[config.mk]
export PLATFORM = sky130hd
export DESIGN_NAME = slider_addr_gen
export DESIGN_NICKNAME = d
export VERILOG_FILES = /design/src/rtl/slider_pkg.sv /design/src/rtl/slider_cfg.sv /design/src/rtl/slider_stepper.sv /design/src/rtl/slider_ctrl.sv /design/src/rtl/slider_addr_gen.sv
export SDC_FILE = /design/constraint.sdc
export NUM_CORES = 1
export LEC_CHECK = 0
export BUFFER_PORTS_ARGS = -buffer_cell sky130_fd_sc_hd__buf_2
export CAP_MARGIN = 5
export CORE_AREA = 5 5 139 141
export CTS_CLUSTER_DIAMETER = 150
export DETAILED_ROUTE_END_ITERATION = 8
export DIE_AREA = 0 0 144 146
export GPL_ROUTABILITY_DRIVEN = 1
export PLACE_DENSITY = 0.67
export SLEW_MARGIN = 30
export SYNTH_ARGS = -nofsm -noshare
export SYNTH_HDL_FRONTEND = slang
export SYNTH_SLANG_ARGS = --single-unit
[constraint.sdc]
create_clock -name clk_i -period 6.09 [get_ports clk_i]
set_input_delay 1.218 -clock clk_i [delete_from_list [all_inputs] [get_ports clk_i]]
set_output_delay 1.218 -clock clk_i [all_outputs]
set_load 0.01 [all_outputs]
[src/rtl/slider_pkg.sv]
package slider_pkg;
  typedef enum logic [1:0] {ST_IDLE, ST_RUN, ST_DONE} seq_state_e;
  typedef enum logic [2:0] {
    F_BASE0 = 3'd0, F_LIMIT0 = 3'd1, F_FLOOR = 3'd2, F_CEIL = 3'd3,
    F_BSTEP = 3'd4, F_LSTEP = 3'd5, F_ASTEP = 3'd6, F_OFFS = 3'd7
  } cfg_field_e;
  localparam int NUM_FIELDS = 8;
endpackage

[src/rtl/slider_cfg.sv]
module slider_cfg #(
  parameter int AW = 8
) (
  input  logic          clk_i,
  input  logic          rst_ni,
  input  logic          we_i,
  input  logic [2:0]    sel_i,
  input  logic [AW-1:0] data_i,
  output logic [AW-1:0] base0_o,
  output logic [AW-1:0] limit0_o,
  output logic [AW-1:0] floor_o,
  output logic [AW-1:0] ceil_o,
  output logic [AW-1:0] bstep_o,
  output logic [AW-1:0] lstep_o,
  output logic [AW-1:0] astep_o,
  output logic [AW-1:0] offs_o
);
  import slider_pkg::*;

  logic [AW-1:0] fld_q [NUM_FIELDS];

  for (genvar g = 0; g < NUM_FIELDS; g++) begin : g_fld
    always_ff @(posedge clk_i or negedge rst_ni) begin
      if (!rst_ni)                         fld_q[g] <= '0;
      else if (we_i && (int'(sel_i) == g)) fld_q[g] <= data_i;
    end
  end

  assign base0_o  = fld_q[F_BASE0];
  assign limit0_o = fld_q[F_LIMIT0];
  assign floor_o  = fld_q[F_FLOOR];
  assign ceil_o   = fld_q[F_CEIL];
  assign bstep_o  = fld_q[F_BSTEP];
  assign lstep_o  = fld_q[F_LSTEP];
  assign astep_o  = fld_q[F_ASTEP];
  assign offs_o   = fld_q[F_OFFS];
endmodule

[src/rtl/slider_stepper.sv]
// One slider: load, step by signed stride, report when next position reaches bound.
module slider_stepper #(
  parameter int IW        = 10,
  parameter bit INCL      = 1'b1,  // 1: meeting the bound counts; 0: must pass it
  parameter bit ZERO_ENDS = 1'b0   // reach value when stride is zero
) (
  input  logic                 clk_i,
  input  logic                 rst_ni,
  input  logic                 load_i,
  input  logic signed [IW-1:0] load_val_i,
  input  logic                 adv_i,
  input  logic signed [IW-1:0] step_i,
  input  logic signed [IW-1:0] bound_i,
  output logic signed [IW-1:0] pos_o,
  output logic signed [IW-1:0] next_o,
  output logic                 reach_o
);
  logic signed [IW-1:0] pos_q;
  logic up_hit, dn_hit;

  always_ff @(posedge clk_i or negedge rst_ni) begin
    if (!rst_ni)     pos_q <= '0;
    else if (load_i) pos_q <= load_val_i;
    else if (adv_i)  pos_q <= next_o;
  end

  assign pos_o  = pos_q;
  assign next_o = pos_q + step_i;

  if (INCL) begin : g_incl
    assign up_hit = next_o >= bound_i;
    assign dn_hit = next_o <= bound_i;
  end else begin : g_excl
    assign up_hit = next_o > bound_i;
    assign dn_hit = next_o < bound_i;
  end

  always_comb begin
    if (step_i > 0)      reach_o = up_hit;
    else if (step_i < 0) reach_o = dn_hit;
    else                 reach_o = ZERO_ENDS;
  end
endmodule

[src/rtl/slider_ctrl.sv]
module slider_ctrl (
  input  logic clk_i,
  input  logic rst_ni,
  input  logic start_i,
  input  logic hold_i,
  input  logic line_end_i,
  input  logic scan_end_i,
  output logic load_o,
  output logic adv_addr_o,
  output logic adv_line_o,
  output logic run_o,
  output logic valid_o,
  output logic done_o
);
  import slider_pkg::*;

  seq_state_e state_q, state_d;
  logic active;

  assign run_o   = state_q == ST_RUN;
  assign done_o  = state_q == ST_DONE;
  assign active  = run_o && !hold_i && !start_i;
  assign valid_o = active;
  assign load_o  = start_i;
  assign adv_addr_o = active && !line_end_i;
  assign adv_line_o = active && line_end_i && !scan_end_i;

  always_comb begin
    state_d = state_q;
    if (start_i)                                state_d = ST_RUN;
    else if (active && line_end_i && scan_end_i) state_d = ST_DONE;
  end

  always_ff @(posedge clk_i or negedge rst_ni) begin
    if (!rst_ni) state_q <= ST_IDLE;
    else         state_q <= state_d;
  end

  p_done_sticky_r9: assert property (@(posedge clk_i) disable iff (!rst_ni)
    done_o && !start_i |=> done_o);
  p_valid_done_excl_r9: assert property (@(posedge clk_i) disable iff (!rst_ni)
    !(valid_o && done_o));
  p_restart_r10: assert property (@(posedge clk_i) disable iff (!rst_ni)
    start_i |=> run_o);
endmodule

[src/rtl/slider_addr_gen.sv]
module slider_addr_gen #(
  parameter int AW = 8
) (
  input  logic          clk_i,
  input  logic          rst_ni,
  input  logic          cfg_we_i,
  input  logic [2:0]    cfg_sel_i,
  input  logic [AW-1:0] cfg_data_i,
  input  logic          rel_i,
  input  logic          start_i,
  input  logic          hold_i,
  output logic [AW-1:0] addr_o,
  output logic          valid_o,
  output logic          eol_o,
  output logic          done_o
);
  localparam int IW = AW + 2;

  logic [AW-1:0] base0, limit0, floor_f, ceil_f, bstep, lstep, astep, offs;
  logic signed [IW-1:0] bstep_s, lstep_s, astep_s, floor_s, ceil_s, offs_s;
  logic signed [IW-1:0] b_init, l_init, floor_end_q, ceil_end_q;
  logic signed [IW-1:0] b_pos, b_next, l_pos, l_next, a_pos, a_next, a_load_val;
  logic b_reach, l_reach, a_reach, both_zero;
  logic load, adv_addr, adv_line, run;

  slider_cfg #(.AW(AW)) u_cfg (
    .clk_i, .rst_ni, .we_i(cfg_we_i), .sel_i(cfg_sel_i), .data_i(cfg_data_i),
    .base0_o(base0), .limit0_o(limit0), .floor_o(floor_f), .ceil_o(ceil_f),
    .bstep_o(bstep), .lstep_o(lstep), .astep_o(astep), .offs_o(offs)
  );

  assign bstep_s = $signed({{(IW-AW){bstep[AW-1]}}, bstep});
  assign lstep_s = $signed({{(IW-AW){lstep[AW-1]}}, lstep});
  assign astep_s = $signed({{(IW-AW){astep[AW-1]}}, astep});
  assign floor_s = $signed({{(IW-AW){floor_f[AW-1]}}, floor_f});
  assign ceil_s  = $signed({{(IW-AW){ceil_f[AW-1]}}, ceil_f});
  assign offs_s  = rel_i ? $signed({{(IW-AW){1'b0}}, offs}) : '0;
  assign b_init  = $signed({{(IW-AW){1'b0}}, base0}) + offs_s;
  assign l_init  = $signed({{(IW-AW){1'b0}}, limit0}) + offs_s;
  assign both_zero = (bstep == '0) && (lstep == '0);

  // Stop bounds are fixed relative to the initial pointers of this scan.
  always_ff @(posedge clk_i or negedge rst_ni) begin
    if (!rst_ni) begin
      floor_end_q <= '0;
      ceil_end_q  <= '0;
    end else if (load) begin
      floor_end_q <= b_init + floor_s;
      ceil_end_q  <= l_init + ceil_s;
    end
  end

  slider_ctrl u_ctrl (
    .clk_i, .rst_ni, .start_i, .hold_i,
    .line_end_i(a_reach), .scan_end_i(b_reach || l_reach || both_zero),
    .load_o(load), .adv_addr_o(adv_addr), .adv_line_o(adv_line),
    .run_o(run), .valid_o(valid_o), .done_o(done_o)
  );

  slider_stepper #(.IW(IW), .INCL(1'b1), .ZERO_ENDS(1'b0)) u_base (
    .clk_i, .rst_ni, .load_i(load), .load_val_i(b_init), .adv_i(adv_line),
    .step_i(bstep_s), .bound_i(floor_end_q),
    .pos_o(b_pos), .next_o(b_next), .reach_o(b_reach)
  );

  slider_stepper #(.IW(IW), .INCL(1'b1), .ZERO_ENDS(1'b0)) u_limit (
    .clk_i, .rst_ni, .load_i(load), .load_val_i(l_init), .adv_i(adv_line),
    .step_i(lstep_s), .bound_i(ceil_end_q),
    .pos_o(l_pos), .next_o(l_next), .reach_o(l_reach)
  );

  assign a_load_val = load ? b_init : b_next;

  slider_stepper #(.IW(IW), .INCL(1'b0), .ZERO_ENDS(1'b1)) u_addr (
    .clk_i, .rst_ni, .load_i(load || adv_line), .load_val_i(a_load_val),
    .adv_i(adv_addr), .step_i(astep_s), .bound_i(l_pos),
    .pos_o(a_pos), .next_o(a_next), .reach_o(a_reach)
  );

  assign addr_o = a_pos[AW-1:0];
  assign eol_o  = valid_o && a_reach;

  p_addr_step_r3: assert property (@(posedge clk_i) disable iff (!rst_ni)
    valid_o && !eol_o |=> addr_o == AW'($past(addr_o) + $past(astep)));
  p_line_start_r4: assert property (@(posedge clk_i) disable iff (!rst_ni)
    valid_o && eol_o |=> done_o || addr_o == AW'($past(b_pos[AW-1:0]) + $past(bstep)));
  p_hold_freeze_r8: assert property (@(posedge clk_i) disable iff (!rst_ni)
    run && hold_i && !start_i |=> $stable(addr_o) && $stable(b_pos) && $stable(l_pos));
  p_end_after_line_r5: assert property (@(posedge clk_i) disable iff (!rst_ni)
    $rose(done_o) |-> $past(eol_o));
  p_first_addr_r2: assert property (@(posedge clk_i) disable iff (!rst_ni)
    start_i && !hold_i |=> valid_o || start_i || hold_i);
endmodule

==> results_dict.tcl, run 1 <==
set metrics [dict create \
    syn_to_final_growth_pct 12.1 \
    die_x_um 144 \
    path_clk_slew_ns 0.05 \
    cts-root-buf "clkbuf_16" \
    slew_headroom_pct 47.4 \
    avgRoutedWirePerCell_um 18.1 \
    final_nets 906 \
    leakagePower_nw 4.12 \
    total_power_w 0.00538 \
    grt_max_degree 69 \
    grt.overflow.total 0 \
    hold_path.class "reg -> reg" \
    status "completed" \
    std_cell_rows 49 \
    num_vias 5662 \
    synth_fp_nets 878 \
    async_flop_share_pct 100 \
    critPathMaxFanout 3 \
    hold_path_end "u_cfg.offs_o[0]" \
    synth_edf_count 0 \
    numClockSinks 116 \
    dp_hpwl_um 13900 \
    globalplace.congestion 0.850 \
    place_area_um2 8240 \
    post-synth-top-count-cell "dfrtp_1" \
    start_kind "flop" \
    grt_pass1_vias 5608 \
    ys_warn_count 0 \
    setup_tns_ns 0 \
    drt_wl_total_um 18700 \
    htree_levels 4 \
    fp.dieArea_um2 21000 \
    finalSetupViolCount 0 \
    synth.top_cell.area_share_pct 36.8 \
    arrival_ns 4.11 \
    rsz0062_at_grt "false" \
    viasPerCell 5.48 \
    synth_commonest_cells "dfrtp_1, ha_1, mux2_2" \
    io_pins 28 \
    antenna_left 0 \
    r2r_end "u_addr.pos_o[8]" \
    clock_latency_ns 0.42 \
    criticalPathCategory "reg -> out" \
    whs_path_depth 1 \
    min_period_ns 5.32 \
    start_util_pct 44.2 \
    cts_setup_buffers 0 \
    antenna_found_initial 0 \
    cts_tree "yes" \
    cap_violations 0 \
    synth_cell_types 60 \
    avgSynthCellArea_um2 10.3 \
    portBuffers 27 \
    fmax_mhz 188 \
    worstSetupEndpointType "primary output" \
    core_region_area_um2 17800 \
    numCtsBuffers 17 \
    ctsResizeCount 0 \
    grt_pass1_wl_um 30500 \
    placedCellCount 1001 \
    die-height_um 146 \
    rr_worst_depth 18 \
    synth_area_leaders "dfrtp_1, ha_1, mux2_2, xnor2_1, inv_1" \
    grt_usage_pct 18.6 \
    max_slew.worst_pin.slew_ns 0.789 \
    ys.flop_type "dfrtp_1" \
    yosysSeqAreaShare_pct 36.8 \
    r2r-start "u_cfg.bstep_o[1]" \
    min_period_over_period_pct 87.4 \
    required_ns 4.87 \
    final_cell_count_no_fill 1033 \
    synthCells 763 \
    skew_ns 0.00812 \
    drtIter0Drc 443 \
    hp-start "u_cfg.offs_o[0]" \
    insertedDiodeCount 0 \
    drt_pre_antenna_iters 5 \
    synth_area_leader_cell "dfrtp_1" \
    drive_above_1_share_pct 19.3 \
    crit_start "u_cfg.astep_o[0]" \
    post-route-cell-area_um2 8850 \
    rrSetupSlack_ns 0.95 \
    cts_buffer_depth 2 \
    cts_hold_buf 0 \
    power.density_nw_per_um2 608 \
    synth_area_um2 7890 \
    maxSlewViolCount 0 \
    ir_drop_mv 0.423 \
    synth-seq-cells 116 \
    hold_viol 0 \
    drc 0 \
]
## where the power goes
group	switching, W	internal, W
Sequential	0.000183	0.00104
Combinational	0.00174	0.00140
Clock	0.000353	0.000666
## per-stage QoR
stage	hold slack [ns]	worst slack, ns	util, %
after floorplan	0.460	1.51	-
after global placement	0.480	1.05	46.1
after detailed placement	0.486	0.978	46.2
after CTS	0.499	0.789	49.6
after global routing	0.507	0.395	49.6
final	0.499	0.767	49.6
## worst max path at each step
stage	cells past startpoint	endpoint
floorplan	18	u_base.pos_o[8]
global placement	18	u_addr.pos_o[8]
detailed placement	18	u_addr.pos_o[1]
CTS	16	eol_o
global route	16	eol_o
finish	16	eol_o
## layer usage
metal	global-route usage, %	share of wire [%]	vias to the layer above
met2	26.0	42	131
met1	28.6	51	2718
met4	5.08	1.6	0
li1	-	-	2786
met3	4.53	5.4	27
met5	0	0	-
## state kept, by name, indices dropped and copies added, names as in the netlist
signal,flops
ceil_end_q,10
floor_end_q,10
u_addr.pos_o,10
u_base.pos_o,10
u_cfg.astep_o,8
u_cfg.base0_o,8
u_cfg.bstep_o,8
u_cfg.ceil_o,8
u_cfg.floor_o,8
u_cfg.limit0_o,8
u_cfg.lstep_o,8
u_cfg.offs_o,8
u_ctrl.state_q,2
u_limit.pos_o,10
## cell families (layout without fill, tap and decap cells)
logic type	after synthesis	in the layout	share of synthesized area, %
XOR/XNOR	51	51	5.66
flip-flops	116	116	36.8
adder cells (fa/ha/maj)	98	98	16.2
buffers and inverters	92	133	4.95
multiplexers	89	89	12.5
AO/OA/AOI/OAI	159	159	13.8
AND/OR/NAND/NOR	158	158	10.2
## layout make-up
class	count	area (um2)
fill	1589	8990
multi-input combinational	555	4610
sequential	116	2900
clock buffer	25	515
tap	229	287
inverter	68	255
timing repair buffer	33	183
clock inverter	7	93.8
## cell usage in the layout, fill, tap and decap left out, types with 13 or more instances in the layout
master	synthesis	routed
a21o_1	16	16
a21oi_1	38	38
buf_2	0	26
clkbuf_16	0	17
dfrtp_1	116	116
ha_1	91	91
inv_1	68	68
mux2_2	75	75
mux2i_1	14	14
nand2_1	45	45
nor2_1	38	38
nor3_1	14	13
o21ai_0	35	35
o21bai_1	15	15
xnor2_1	37	37
xor2_1	14	14
## worst max-delay path: stages (launching register included)
cell      delay, ns
dfrtp_1        0.37
ha_1           0.18
inv_1          0.05
fa_1           0.40
nor2b_1        0.11
o21ai_0        0.09
a21boi_0       0.26
o21a_1         0.18
nor2_1         0.06
xnor2_1        0.22
ha_1           0.30
and3_1         0.17
a221oi_1       0.32
a211oi_1       0.13
nor4b_1        0.49
nor2b_1        0.18
buf_2          0.18
(Power assumes the default switching activity.)
==> inputs of run 2 (changes only) <==
- CORE_AREA: 5 5 139 141 -> 5 5 144 146
- DIE_AREA: 0 0 144 146 -> 0 0 149 151
- PLACE_DENSITY: 0.67 -> 0.64
==> results_dict.tcl, run 2 (same netlist as run 1, synthesis figures left out) <==
set metrics [dict create \
    status "completed" \
    antenna_left 0 \
    finalSetupViolCount 0 \
    final_nets 907 \
    pwr-share-seq_pct 23.2 \
    whs_path_depth 1 \
    fmax_mhz 190 \
    die-height_um 151 \
    globalplace.congestion 0.882 \
    power.density_nw_per_um2 598 \
    cpPeakStageDelay_ns 0.45 \
    skew_ns 0.00788 \
    slew_headroom_pct 45.9 \
    die_x_um 149 \
    swShare_pct 43.3 \
    grt_pass1_vias 5679 \
    numClockSinks 116 \
    core_region_area_um2 19300 \
    viasPerCell 5.30 \
    setup_tns_ns 0 \
    insertedDiodeCount 0 \
    pwr-share-comb_pct 59.3 \
    mostFrequentLayoutCell "dfrtp_1" \
    drt_wl_total_um 18900 \
    hold_path.class "reg -> reg" \
    avgRoutedWirePerCell_um 17.7 \
    rrSetupSlack_ns 1.02 \
    ir_drop_mv 0.225 \
    cts_tree "yes" \
    r2r_end "u_addr.pos_o[8]" \
    maxSlewViolCount 0 \
    grt_usage_pct 17.7 \
    worstSetupEndpointType "primary output" \
    cts_hold_buf 0 \
    std_cell_rows 51 \
    cts_buffer_depth 2 \
    arrival_ns 4.03 \
    num_vias 5671 \
    htree_levels 4 \
    final_cell_count_no_fill 1070 \
    numCtsBuffers 17 \
    required_ns 4.87 \
    max_slew.worst_pin.slew_ns 0.811 \
    hold_path_end "u_cfg.offs_o[7]" \
    crit_family "compound AO/OA/AOI/OAI gates" \
    cts-root-buf "clkbuf_16" \
    criticalPathCategory "reg -> out" \
    rr_worst_depth 18 \
    nFillCells 1829 \
    leakagePower_nw 4.09 \
    clkPwrFrac_pct 17.5 \
    min_period_over_period_pct 86.2 \
    drive_above_1_share_pct 19.4 \
    min_period_ns 5.25 \
    grt_max_degree 84 \
    power_switching_w 0.00229 \
    p_int_w 0.00299 \
    cts_setup_buffers 0 \
    r2r-start "u_cfg.bstep_o[1]" \
    antenna_found_initial 0 \
    start_kind "flop" \
    drtIter0Drc 297 \
    rsz0062_at_grt "false" \
    clock_latency_ns 0.42 \
    drc 0 \
    layout_common_cells "dfrtp_1, ha_1, mux2_2" \
    critPathMaxFanout 3 \
    critPathBufInv 2 \
    slowest_stage "nor4b_1" \
    hold_viol 0 \
    syn_to_final_growth_pct 11.9 \
    dp_hpwl_um 14100 \
    ctsResizeCount 0 \
    start_util_pct 41.0 \
    hp-start "u_cfg.offs_o[7]" \
    fp.dieArea_um2 22500 \
    placedCellCount 1038 \
    path_cells "ha_1 > inv_1 > fa_1 > nor2b_1 > o21ai_0 > a21boi_0 > o21a_1 > nor2_1 > xnor2_1 > ha_1 > and3_1 > a221oi_1 > a211oi_1 > nor4b_1 > nor2b_1 > buf_2" \
    grt.overflow.total 0 \
    path_clk_slew_ns 0.05 \
    drt_pre_antenna_iters 5 \
    cap_violations 0 \
    portBuffers 27 \
    io_pins 28 \
    grt_pass1_wl_um 30600 \
]
[run 2: area by class of cell]
type / instances / area [um2] / share of cell area (%)
sequential: 116 / 2900 / 32.9
inverter: 68 / 255 / 2.89
timing repair buffer: 34 / 194 / 2.20
multi-input combinational: 555 / 4610 / 52.1
clock buffer: 18 / 429 / 4.86
clock inverter: 14 / 114 / 1.29
tap: 265 / 332 / 3.75
[run 2: power groups by stage]
stage | registers, W | clock network (W) | logic [W]
2_1_floorplan | 0.00117 | 0 | 0.00247
3_3_place_gp | 0.00123 | 0 | 0.00305
3_5_place_dp | 0.00123 | 0 | 0.00310
4_1_cts | 0.00122 | 0.000947 | 0.00313
5_1_grt | 0.00126 | 0.000985 | 0.00354
6_report | 0.00122 | 0.000926 | 0.00313
[run 2: metrics by stage]
step	setup slack (ns)	total power, W	util, %	hold slack [ns]	area (um2)
2_1_floorplan	1.51	0.00363	-	0.460	7890
3_3_place_gp	1.13	0.00428	43.0	0.479	8280
3_5_place_dp	1.09	0.00433	43.0	0.486	8290
4_1_cts	0.867	0.00530	45.8	0.499	8830
5_1_grt	0.409	0.00578	45.8	0.518	8830
6_report	0.838	0.00528	45.8	0.497	8830
[run 2: how the worst max path moves through the flow]
stage | from | endpoint | slack [ns] | cells after the start
4_1_cts | u_addr.pos_o[0] | eol_o | 0.87 | 16
3_3_place_gp | u_cfg.bstep_o[1] | u_addr.pos_o[8] | 1.13 | 18
3_5_place_dp | u_cfg.bstep_o[1] | u_addr.pos_o[8] | 1.09 | 18
6_report | u_addr.pos_o[0] | eol_o | 0.84 | 16
2_1_floorplan | u_cfg.bstep_o[1] | u_base.pos_o[8] | 1.51 | 18
5_1_grt | u_addr.pos_o[0] | eol_o | 0.41 | 16
[run 2: routing by layer]
metal	up-vias	share of wire (%)	GRT usage (%)
met5	-	0	0
li1	2790	-	-
met2	117	44	26.5
met1	2746	51	26.1
met3	18	4.2	3.68
met4	0	1.3	4.76
